--- config.mk ---
export PLATFORM = sky130hd
export DESIGN_NAME = ramcap_limit
export DESIGN_NICKNAME = d
export VERILOG_FILES = /design/src/rtl/ramcap_pkg.sv /design/src/rtl/ramcap_window_decode.sv /design/src/rtl/ramcap_mode_latch.sv /design/src/rtl/ramcap_cas_gate.sv /design/src/rtl/ramcap_limit.sv
export SDC_FILE = /design/constraint.sdc
export NUM_CORES = 1
export LEC_CHECK = 0
export ABC_AREA = 1
export CAP_MARGIN = 20
export CORE_MARGIN = 2
export CORE_UTILIZATION = 21
export CTS_CLUSTER_DIAMETER = 120
export DETAILED_ROUTE_END_ITERATION = 8
export HOLD_SLACK_MARGIN = 0.03
export PLACE_DENSITY = 0.76
export SLEW_MARGIN = 20
export SYNTH_ARGS = -nofsm -noshare
export SYNTH_HDL_FRONTEND = slang
export SYNTH_HIERARCHICAL = 1
export SYNTH_SLANG_ARGS = --single-unit
--- constraint.sdc ---
create_clock -name clk -period 0.9 [get_ports clk]
set_input_delay 0.225 -clock clk [delete_from_list [all_inputs] [get_ports clk]]
set_output_delay 0.225 -clock clk [all_outputs]
set_load 0.1 [all_outputs]
--- src/rtl/ramcap_pkg.sv ---
package ramcap_pkg;

  typedef enum logic {
    MODE_FULL  = 1'b0,
    MODE_LIMIT = 1'b1
  } ramcap_mode_e;

  // A pair is an outer pair when it sits at either end of the bank order.
  function automatic logic is_outer_pair(input int idx, input int pairs);
    return (idx == 0) || (idx == pairs - 1);
  endfunction

endpackage

--- src/rtl/ramcap_window_decode.sv ---
module ramcap_window_decode #(
  parameter int          ADDR_W   = 24,
  parameter int          WIN_LOG2 = 20,
  parameter logic [23:0] WIN_BASE = 24'h200000
) (
  input  logic [ADDR_W-1:0] addr,
  output logic              in_window,
  output logic              upper_half
);
  localparam logic [ADDR_W-1:0] HI_MASK  = {ADDR_W{1'b1}} << WIN_LOG2;
  localparam logic [ADDR_W-1:0] HALF_BIT = {{(ADDR_W-1){1'b0}}, 1'b1} << (WIN_LOG2 - 1);
  localparam logic [ADDR_W-1:0] BASE     = WIN_BASE[ADDR_W-1:0];

  always_comb begin
    in_window  = ((addr ^ BASE) & HI_MASK) == '0;
    upper_half = (addr & HALF_BIT) != '0;
  end
endmodule

--- src/rtl/ramcap_mode_latch.sv ---
module ramcap_mode_latch
  import ramcap_pkg::*;
(
  input  logic         clk,
  input  logic         rst,
  input  logic         bus_strb,
  input  logic         wr,
  input  logic         in_window,
  input  logic         upper_half,
  output ramcap_mode_e mode
);
  logic strb_q;
  logic take;

  // Only the opening clock of a bus cycle may load the register.
  always_comb take = bus_strb && !strb_q && wr && in_window;

  always_ff @(posedge clk) begin
    if (rst) begin
      strb_q <= 1'b0;
      mode   <= MODE_FULL;
    end else begin
      strb_q <= bus_strb;
      if (take) mode <= upper_half ? MODE_LIMIT : MODE_FULL;
    end
  end
endmodule

--- src/rtl/ramcap_cas_gate.sv ---
module ramcap_cas_gate
  import ramcap_pkg::*;
#(
  parameter int PAIRS = 4,
  parameter int LINES_PER_PAIR = 2
) (
  input  logic                              clk,
  input  logic                              rst,
  input  ramcap_mode_e                      mode,
  input  logic                              cas_req,
  input  logic [PAIRS-1:0]                  pair_sel,
  output logic [PAIRS*LINES_PER_PAIR-1:0]   cas_n
);
  localparam int LINES = PAIRS * LINES_PER_PAIR;

  logic [PAIRS-1:0] fire;

  for (genvar p = 0; p < PAIRS; p++) begin : g_pair
    localparam logic OUTER = is_outer_pair(p, PAIRS);
    logic masked;
    always_comb begin
      masked  = OUTER && (mode == MODE_LIMIT);
      fire[p] = cas_req && pair_sel[p] && !masked;
    end
    always_ff @(posedge clk) begin
      if (rst) cas_n[p*LINES_PER_PAIR +: LINES_PER_PAIR] <= '1;
      else     cas_n[p*LINES_PER_PAIR +: LINES_PER_PAIR] <= {LINES_PER_PAIR{!fire[p]}};
    end
  end

  if (LINES < 2) begin : g_bad
    initial $error("ramcap_cas_gate needs at least one pair");
  end
endmodule

--- src/rtl/ramcap_limit.sv ---
module ramcap_limit
  import ramcap_pkg::*;
#(
  parameter int          ADDR_W   = 24,
  parameter int          PAIRS    = 4,
  parameter int          WIN_LOG2 = 20,
  parameter logic [23:0] WIN_BASE = 24'h200000
) (
  input  logic                 clk,
  input  logic                 rst,
  input  logic [ADDR_W-1:0]    addr,
  input  logic                 wr,
  input  logic                 bus_strb,
  input  logic                 cas_req,
  input  logic [PAIRS-1:0]     pair_sel,
  output logic [2*PAIRS-1:0]   cas_n,
  output logic                 limit_mode
);
  logic         in_window;
  logic         upper_half;
  ramcap_mode_e mode;

  ramcap_window_decode #(
    .ADDR_W  (ADDR_W),
    .WIN_LOG2(WIN_LOG2),
    .WIN_BASE(WIN_BASE)
  ) u_decode (
    .addr      (addr),
    .in_window (in_window),
    .upper_half(upper_half)
  );

  ramcap_mode_latch u_latch (
    .clk       (clk),
    .rst       (rst),
    .bus_strb  (bus_strb),
    .wr        (wr),
    .in_window (in_window),
    .upper_half(upper_half),
    .mode      (mode)
  );

  ramcap_cas_gate #(
    .PAIRS         (PAIRS),
    .LINES_PER_PAIR(2)
  ) u_gate (
    .clk     (clk),
    .rst     (rst),
    .mode    (mode),
    .cas_req (cas_req),
    .pair_sel(pair_sel),
    .cas_n   (cas_n)
  );

  always_comb limit_mode = (mode == MODE_LIMIT);
endmodule

Word level (Yosys, flattened, before mapping)

Cells that the tools add are included.

Multiplexer cells: 1
Bitwise operators: 1
Reduce and logical (&&, ||, !) cells: 16

Operators by type and width:

| operator           | count |
|---|---|
| logical NOT 24 bit | 1 |
| logical AND 1 bit  | 9 |
| logical NOT 1 bit  | 6 |
| 2-to-1 mux 1 bit   | 1 |
| NOT 1 bit          | 1 |

Register bits: 6
Input port bits: 33
Output and inout port bits: 9
Logic and storage cells: 24

Logic depth before layout (Yosys ltp)

Gate-level depths: netlist of the first run.

Word-level depth: 4
Gate-level depth with buffers: 8
Gate-level depth less buffers: 8

Hierarchy

The synthesis of the first run kept the hierarchy.

By module, submodules not included:

| module               | instances | cells an instance | area each (µm²) | seq. area each (µm²) |
|---|---|---|---|---|
| ramcap_cas_gate      | 1         | 18                | 150.1           | 80.1 |
| ramcap_mode_latch    | 1         | 13                | 95.1            | 40.0 |
| ramcap_window_decode | 1         | 7                 | 30.0            | 0.0 |

Worst setup path before layout of the first run

OpenSTA, ideal clock, no wires.

Kind: register -> output
From: register u_gate/cas_n[0] (netlist name)
To: output cas_n[1]
Data arrival time: 1356 ps
Data required time: 675 ps
Slack: -681 ps
Stages on the path, launching flop included: 2
Path buffers: 1
Cells stage by stage: dfxtp_1 -> buf_4

RTL lines:

| what             | line               | source |
|---|---|---|
| end: declaration | ramcap_limit.sv:16 | `output logic [2*PAIRS-1:0] cas_n,` |

No word-level cell between the ends.

Worst setup path after layout of the first run

From: register u_gate/cas_n[6] (netlist name)
To: output cas_n[7]

No word-level cell between the ends.

==> results of run 1 <==
-- worst max path at each step --
stage,from,to,slack [ns],cells after the start
floorplan,u_gate/cas_n[0]$_SDFF_PP1_,cas_n[1],-0.19,1
global route,u_gate/cas_n[2]$_SDFF_PP1_,cas_n[3],-0.14,1
CTS,u_gate/cas_n[6]$_SDFF_PP1_,cas_n[7],-0.12,1
global placement,addr[21],u_latch/mode$_SDFFE_PP0P_,-0.31,8
detailed placement,addr[21],u_latch/mode$_SDFFE_PP0P_,-0.35,8
finish,u_gate/cas_n[6]$_SDFF_PP1_,cas_n[7],-0.10,1
-- synthesized netlist by cell type --
master	instances
nor2_2	1
nor2_4	1
a21oi_2	1
inv_2	1
buf_4	5
dfxtp_1	6
inv_1	9
nor2_1	5
nand2_1	8
nand3_1	1
-- cell type report --
cell class              instances  area, um2
fillers                       115      660.6
well taps                      15      18.77
clock buffers                   3      22.52
inverters                      10      37.54
repair buffers                 22      305.3
multi-input cells              17      85.08
flip-flops and latches          6      138.9
-- logic make-up after synthesis --
logic type	after synthesis	synth area share [%]
buffers and inverters	15	27.27
and+or+nand+nor	16	25.91
DFF	6	43.64
AOI/OAI and AO/OA	1	3.182
-- per-layer routing --
layer  vias to the layer above  share of wire, %  global-route usage [%]
met5                         -                 0                       0
met2                        10                60                   15.32
met3                         0               7.9                   5.000
met1                       119                32                   4.983
met4                         0                 0                   10.00
li1                        142                 -                       -
-- flip-flops by register name (all words and copies together) (netlist names) --
name	flops
u_gate/cas_n	4
u_latch/mode	1
u_latch/strb_q	1
-- where the power goes --
group          switching [mW]  internal, mW
Sequential             0.0135         0.268
Combinational           0.141         0.109
Clock                  0.0863         0.150
-- cells in the final DEF, fill, tap and decap left out, drive strengths merged --
cell type / synthesis / layout
buf: 5 / 9
dlygate4sd2: 0 / 4
nand2: 8 / 8
clkdlybuf4s50: 0 / 9
nor2: 7 / 7
a21oi: 1 / 1
nand3: 1 / 1
inv: 10 / 10
clkbuf: 0 / 3
dfxtp: 6 / 6
-- per-stage QoR --
step           hold slack (ns)  TNS (ns)  area, um2  power [mW]
2_1_floorplan           0.2931   -0.3900      329.1      0.4448
3_3_place_gp            0.4963   -0.9904      583.1      0.5431
3_5_place_dp            0.5016    -1.067      583.1      0.5455
4_1_cts                 0.4698   -0.9947      608.1      0.7849
5_1_grt                 0.4583    -1.193      608.1      0.8246
6_report                0.4746   -0.8784      608.1      0.7679
-- what timing repair did --
| action | CTS | global route |
|---|---|---|
| pin swaps | 4 | 0 |
| endpoints found under the setup margin | 10 | 9 |
| gates resized for setup | 7 | 0 |
==> impl_metrics.env, run 1 <==
export IMPL_violations="negative setup slack"
export IMPL_start_util_pct=21.70
export IMPL_insertion_delay_ns=0.24
export IMPL_setup_viol=9
export IMPL_clock_fmax_mhz=997.8
export IMPL_synth_fp_nets=71
export IMPL_p_leak_nw=0.2956
export IMPL_drt_total_wl_um=519
export IMPL_regToRegEndpoint="u_latch/mode$_SDFFE_PP0P_"
export IMPL_drv_slew=0
export IMPL_worstPathMaxFanout=2
export IMPL_placed_cells=70
export IMPL_dp_hpwl_um=470.3
export IMPL_startpoint_type="flop"
export IMPL_clock_skew_ns=0.003636
export IMPL_synthesis_area_um2=275.3
export IMPL_ys_types=10
export IMPL_ant_nets=0
export IMPL_rsz0062_at_grt="true"
export IMPL_die_height_um=40.21
export IMPL_gp_congestion=0.6158
export IMPL_maxCapViolations=0
export IMPL_cp_required_ns=0.67
export IMPL_power_density_mw_per_mm2=1263
export IMPL_final_cells=73
export IMPL_cpMaxStageDelayCell="dfxtp_4"
export IMPL_cp_end_kind="output pin"
export IMPL_min_path_type="input pin to flop"
export IMPL_core_area_mm2=0.001269
export IMPL_die_area_mm2=0.001616
export IMPL_r2r_start="u_latch/strb_q$_SDFF_PP0_"
export IMPL_synth_seq_cells=6
export IMPL_syn_inst=38
export IMPL_outcome="finished with violations"
export IMPL_dp_slack_ns=-0.3476
export IMPL_drc=0
export IMPL_root_buffer="clkbuf_4"
export IMPL_setup_ws_ns=-0.1022
export IMPL_cts_tree="yes"
export IMPL_synthTopCellsByArea="dfxtp_1, buf_4, inv_1, nand2_1, nor2_1"
export IMPL_irDropWorstVdd_uv=581.2
export IMPL_hold_end="u_gate/cas_n[2]$_SDFF_PP1_"
export IMPL_syn_avg_cell_area_um2=7.244
export IMPL_drive_gt1_share_pct=39.66
export IMPL_grt_overflow_total=0
export IMPL_viasPerCell=3.712
export IMPL_antenna_found_initial=0
export IMPL_port_buffers=22
export IMPL_postCtsHoldBufs=0
export IMPL_syn_to_final_growth_pct=120.9
export IMPL_synth_top_cell_area_share_pct=43.64
export IMPL_ys_warn_count=6
export IMPL_min_from="pair_sel[1]"
export IMPL_cts_htree_levels=1
export IMPL_first_pass_iters=4
export IMPL_ff2ff_path_depth=4
export IMPL_clock_path_buffers=2
export IMPL_rows=13
export IMPL_worstPathCellList="buf_12"
export IMPL_crit_buf_inv=1
export IMPL_slowest_delay_ns=0.37
export IMPL_n_antenna_cell=0
export IMPL_reg2reg_slack_ns=0.18
export IMPL_crit_type="flop to output pin"
export IMPL_post_route_period_util_pct=111.4
export IMPL_tightest_slew_ns=0.1488
export IMPL_drt_iter0_drc=4
export IMPL_max_slew_margin_pct=90.07
export IMPL_grt_max_degree=5
export IMPL_path_clk_slew_ns=0.04
export IMPL_synth_seq_area_share_pct=43.64
export IMPL_arrival_ns=0.78
export IMPL_grt_pass1_wl_um=800
export IMPL_grt_util_all_layers_pct=8.477
export IMPL_wl_per_cell_um=7.110
export IMPL_post_route_util_pct=47.93
export IMPL_yosysTopAreaCell="dfxtp_1"
export IMPL_grt_pass1_vias=244
export IMPL_die_x_um=40.21
export IMPL_clkSinkCount=6
export IMPL_numCtsBuffers=3
export IMPL_cp_top_family="flip-flops"
export IMPL_hold_viol_final=0
export IMPL_postCtsSetupBuffers=0
export IMPL_num_vias=271
export IMPL_finalCriticalPeriod_ns=1.002
export IMPL_ioPinCount=42
export IMPL_fin_nets=93
export IMPL_hold_depth=2
(Power assumes the default switching activity.)
==> run 2, diff against run 1 <==
- CORE_AREA: not set -> 2 2 39 41
- CORE_MARGIN: 2 -> not set
- CORE_UTILIZATION: 21 -> not set
- DIE_AREA: not set -> 0 0 41 43
- PLACE_DENSITY: 0.76 -> 0.75
- clock period: 0.9 -> 1.3 ns (I/O delays scaled with it)
==> impl_metrics.env, run 2 (synthesized netlist as in run 1, its figures left out) <==
export IMPL_clkPwrFrac_pct=33.1
export IMPL_drive_gt1_share_pct=33.90
export IMPL_clock_path_buffers=2
export IMPL_die_x_um=41
export IMPL_die_height_um=43
export IMPL_numCtsBuffers=3
export IMPL_slowest_delay_ns=0.43
export IMPL_clock_fmax_mhz=826.6
export IMPL_wl_per_cell_um=7.000
export IMPL_crit_type="flop to output pin"
export IMPL_grt_pass1_vias=272
export IMPL_maxCapViolations=0
export IMPL_irDropWorstVdd_uv=420.4
export IMPL_final_common_cell="clkdlybuf4s50_1"
export IMPL_clkSinkCount=6
export IMPL_first_pass_iters=1
export IMPL_grt_max_degree=5
export IMPL_top_regs="u_gate/cas_n: 4 flops, u_latch/mode: 1 flops, u_latch/strb_q: 1 flops"
export IMPL_grt_util_all_layers_pct=8.744
export IMPL_startpoint_type="flop"
export IMPL_power_frac_comb_pct=31.6
export IMPL_root_buffer="clkbuf_4"
export IMPL_clock_skew_ns=0.002386
export IMPL_syn_to_final_growth_pct=121.4
export IMPL_grt_pass1_wl_um=993
export IMPL_fin_nets=93
export IMPL_cts_tree="yes"
export IMPL_intPower_mw=0.3833
export IMPL_drc=0
export IMPL_ioPinCount=42
export IMPL_antenna_found_initial=0
export IMPL_viasPerCell=3.733
export IMPL_finalCriticalPeriod_ns=1.210
export IMPL_regMostFlops="u_gate/cas_n"
export IMPL_n_antenna_cell=0
export IMPL_post_route_period_util_pct=93.05
export IMPL_largest_reg_flops=4
export IMPL_postCtsHoldBufs=0
export IMPL_start_util_pct=19.89
export IMPL_rows=14
export IMPL_min_path_type="flop to flop"
export IMPL_arrival_ns=0.88
export IMPL_core_area_mm2=0.001384
export IMPL_placed_cells=71
export IMPL_die_area_mm2=0.001763
export IMPL_drt_iter0_drc=0
export IMPL_post_cts_resized=0
export IMPL_drt_total_wl_um=525
export IMPL_tightest_slew_ns=0.2227
export IMPL_ant_nets=0
export IMPL_seqPwrFrac_pct=35.3
export IMPL_p_switching_mw=0.1739
export IMPL_cp_required_ns=0.98
export IMPL_max_slew_margin_pct=85.13
export IMPL_dp_hpwl_um=472.6
export IMPL_drv_slew=0
export IMPL_worstPathMaxFanout=4
export IMPL_port_buffers=22
export IMPL_cts_htree_levels=1
export IMPL_grt_overflow_total=0
export IMPL_cpMaxStageDelayCell="dfxtp_1"
export IMPL_crit_buf_inv=1
export IMPL_cp_top_family="flip-flops"
export IMPL_insertion_delay_ns=0.24
export IMPL_cp_end_kind="output pin"
export IMPL_postCtsSetupBuffers=0
export IMPL_final_cells=75
export IMPL_num_vias=280
export IMPL_rsz0062_at_grt="false"
export IMPL_path_clk_slew_ns=0.05
export IMPL_gp_congestion=0.5711
export IMPL_outcome="completed"
export IMPL_post_route_util_pct=44.03
export IMPL_final_cell_mix="clkdlybuf4s50_1, buf_12, inv_1"
export IMPL_worstPathCellList="buf_12"
export IMPL_setup_viol=0
export IMPL_p_sw_share_pct=31.21
export IMPL_hold_viol_final=0
export IMPL_power_density_mw_per_mm2=914.5
export IMPL_p_leak_nw=0.2929
## run 2: power by group through the flow
stage               clock, mW  sequential [mW]  combinational [mW]
finish                  0.184            0.196               0.176
global route            0.208            0.196               0.187
CTS                     0.195            0.197               0.178
detailed placement          0            0.200               0.177
global placement            0            0.200               0.176
floorplan                   0            0.233              0.0637
## run 2: final timing paths
kind,startpoint,endpoint,slack [ns],cells past startpoint
worst max-delay path,u_latch/mode$_SDFFE_PP0P_,limit_mode,0.09,1
worst min-delay path,u_latch/mode$_SDFFE_PP0P_,u_gate/cas_n[0]$_SDFF_PP1_,0.56,2
worst max register to register,u_latch/strb_q$_SDFF_PP0_,u_latch/mode$_SDFFE_PP0P_,0.61,4
worst min register to register,u_latch/mode$_SDFFE_PP0P_,u_gate/cas_n[0]$_SDFF_PP1_,0.56,2
## run 2: metrics by stage
step / setup TNS (ns) / hold slack [ns] / setup slack (ns) / instance area (um2) / total power, mW
finish: 0 / 0.5632 / 0.09029 / 609.3 / 0.5572
global route: 0 / 0.5642 / 0.03472 / 609.3 / 0.5911
CTS: 0 / 0.5697 / 0.07520 / 609.3 / 0.5691
detailed placement: -0.05899 / 0.5613 / -0.05899 / 583.1 / 0.3776
global placement: -0.03586 / 0.5458 / -0.03586 / 583.1 / 0.3760
floorplan: 0 / 0.3931 / 0.003912 / 290.3 / 0.2968
## run 2: final cells by class
class | instances | area [um2]
clock buffer | 4 | 26.28
fill | 140 | 774.5
inverter | 10 | 37.54
multi-input combinational | 17 | 80.08
sequential | 6 | 135.1
tap | 16 | 20.02
timing repair buffer | 22 | 310.3
## run 2: layer usage
metal  track usage [%]  up-vias  part of all wire [%]
li1                  -      145                     -
met1             8.387      121                    35
met2             12.81       14                    54
met3             5.759        0                    12
met4             6.000        0                     0
met5                 0        -                     0
## run 2: worst min-delay path, delay by kind of cell, from the launching register on
family	cells	cell delay, ns
and+or+nand+nor	2	0.17
DFF	1	0.36
==> run 3, diff against run 2 <==
- CAP_MARGIN: 20 -> not set
- RECOVER_POWER: not set -> 25
==> impl_metrics.env, run 3 (synthesized netlist as in run 1, its figures left out) <==
export IMPL_outcome="completed"
export IMPL_core_area_mm2=0.001384
export IMPL_min_path_type="flop to flop"
export IMPL_grt_pass1_vias=272
export IMPL_fin_nets=93
export IMPL_irDropWorstVdd_uv=419.8
export IMPL_cts_htree_levels=1
export IMPL_crit_type="flop to output pin"
export IMPL_root_buffer="clkbuf_4"
export IMPL_viasPerCell=3.733
export IMPL_power_frac_comb_pct=31.5
export IMPL_drc=0
export IMPL_rows=14
export IMPL_startpoint_type="flop"
export IMPL_p_switching_mw=0.1736
export IMPL_slowest_delay_ns=0.43
export IMPL_whs_ns=0.5632
export IMPL_clock_path_buffers=2
export IMPL_drv_slew=0
export IMPL_seqPwrFrac_pct=35.3
export IMPL_wl_per_cell_um=7.027
export IMPL_crit_buf_inv=1
export IMPL_startpoint="u_latch/mode$_SDFFE_PP0P_"
export IMPL_intPower_mw=0.3824
export IMPL_cp_end_kind="output pin"
export IMPL_max_slew_margin_pct=83.88
export IMPL_numCtsBuffers=3
export IMPL_num_vias=280
export IMPL_clock_skew_ns=0.002360
export IMPL_postCtsSetupBuffers=0
export IMPL_insertion_delay_ns=0.24
export IMPL_clkPwrFrac_pct=33.2
export IMPL_hold_viol_final=0
export IMPL_tightest_slew_ns=0.2409
export IMPL_hold_end="u_gate/cas_n[0]$_SDFF_PP1_"
export IMPL_grt_pass1_wl_um=993
export IMPL_postCtsHoldBufs=0
export IMPL_final_cell_mix="clkdlybuf4s50_1, buf_12, inv_1"
export IMPL_start_util_pct=19.89
export IMPL_die_height_um=43
export IMPL_power_density_mw_per_mm2=916.4
export IMPL_ant_nets=0
export IMPL_ff2ff_path_depth=4
export IMPL_p_sw_share_pct=31.23
export IMPL_path_clk_slew_ns=0.05
export IMPL_largest_reg_flops=4
export IMPL_post_route_util_pct=43.85
export IMPL_rsz0062_at_grt="false"
export IMPL_min_from="u_latch/mode$_SDFFE_PP0P_"
export IMPL_worstPathCellList="buf_12"
export IMPL_final_common_cell="clkdlybuf4s50_1"
export IMPL_reg2reg_slack_ns=0.61
export IMPL_regToRegEndpoint="u_latch/mode$_SDFFE_PP0P_"
export IMPL_hold_depth=2
export IMPL_ioPinCount=42
export IMPL_cp_required_ns=0.98
export IMPL_r2r_start="u_latch/strb_q$_SDFF_PP0_"
export IMPL_cpMaxStageDelayCell="dfxtp_1"
export IMPL_power_mw=0.5561
export IMPL_die_area_mm2=0.001763
export IMPL_tns_ns=0
export IMPL_clkSinkCount=6
export IMPL_grt_overflow_total=0
export IMPL_drive_gt1_share_pct=32.20
export IMPL_worstPathMaxFanout=4
export IMPL_drt_total_wl_um=527
export IMPL_setup_viol=0
export IMPL_port_buffers=22
export IMPL_gp_congestion=0.5711
export IMPL_clock_fmax_mhz=826.4
export IMPL_finalCriticalPeriod_ns=1.210
export IMPL_cp_top_family="flip-flops"
export IMPL_die_x_um=41
export IMPL_antenna_found_initial=0
export IMPL_dp_hpwl_um=472.6
export IMPL_n_antenna_cell=0
export IMPL_grt_util_all_layers_pct=8.744
export IMPL_grt_max_degree=5
export IMPL_drt_iter0_drc=0
export IMPL_syn_to_final_growth_pct=120.5
export IMPL_p_leak_nw=0.2932
export IMPL_post_route_period_util_pct=93.08
export IMPL_first_pass_iters=1
export IMPL_maxCapViolations=0
export IMPL_arrival_ns=0.89
export IMPL_cts_tree="yes"
export IMPL_top_regs="u_gate/cas_n: 4 flops, u_latch/mode: 1 flops, u_latch/strb_q: 1 flops"
export IMPL_post_cts_resized=0
export IMPL_regMostFlops="u_gate/cas_n"
[run 3: layout make-up]
cell class / instances / area [um2]
inverter: 10 / 37.54
sequential: 6 / 135.1
tap: 16 / 20.02
fill: 141 / 777.0
multi-input combinational: 17 / 77.57
clock buffer: 4 / 26.28
timing repair buffer: 22 / 310.3
[run 3: worst max path at each step]
stage / cells after the start / slack (ns) / end
floorplan: 0 / 0.004 / limit_mode
global placement: 8 / -0.04 / u_latch/mode$_SDFFE_PP0P_
detailed placement: 8 / -0.06 / u_latch/mode$_SDFFE_PP0P_
CTS: 1 / 0.08 / limit_mode
global route: 1 / 0.03 / limit_mode
finish: 1 / 0.09 / limit_mode
[run 3: per-layer routing]
layer  vias to the layer above  routed length [um]  track usage, %
li1                        145                   -               -
met1                       121                 185           8.387
met2                        14                 281           12.81
met3                         0                  61           5.759
met4                         0                   0           6.000
met5                         -                   0               0
[run 3: through the flow]
stage	setup slack (ns)	area (um2)	cells
6_report	0.08998	606.8	75
5_1_grt	0.03472	606.8	75
4_1_cts	0.07520	609.3	75
3_5_place_dp	-0.05899	583.1	71
3_3_place_gp	-0.03586	583.1	71
2_1_floorplan	0.003912	290.3	38
[run 3: power by group through the flow]
stage	registers, mW	logic, mW	clock network [mW]
after floorplan	0.233	0.0637	0
after global placement	0.200	0.176	0
after detailed placement	0.200	0.177	0
after CTS	0.197	0.178	0.195
after global routing	0.196	0.185	0.208
final	0.196	0.175	0.185
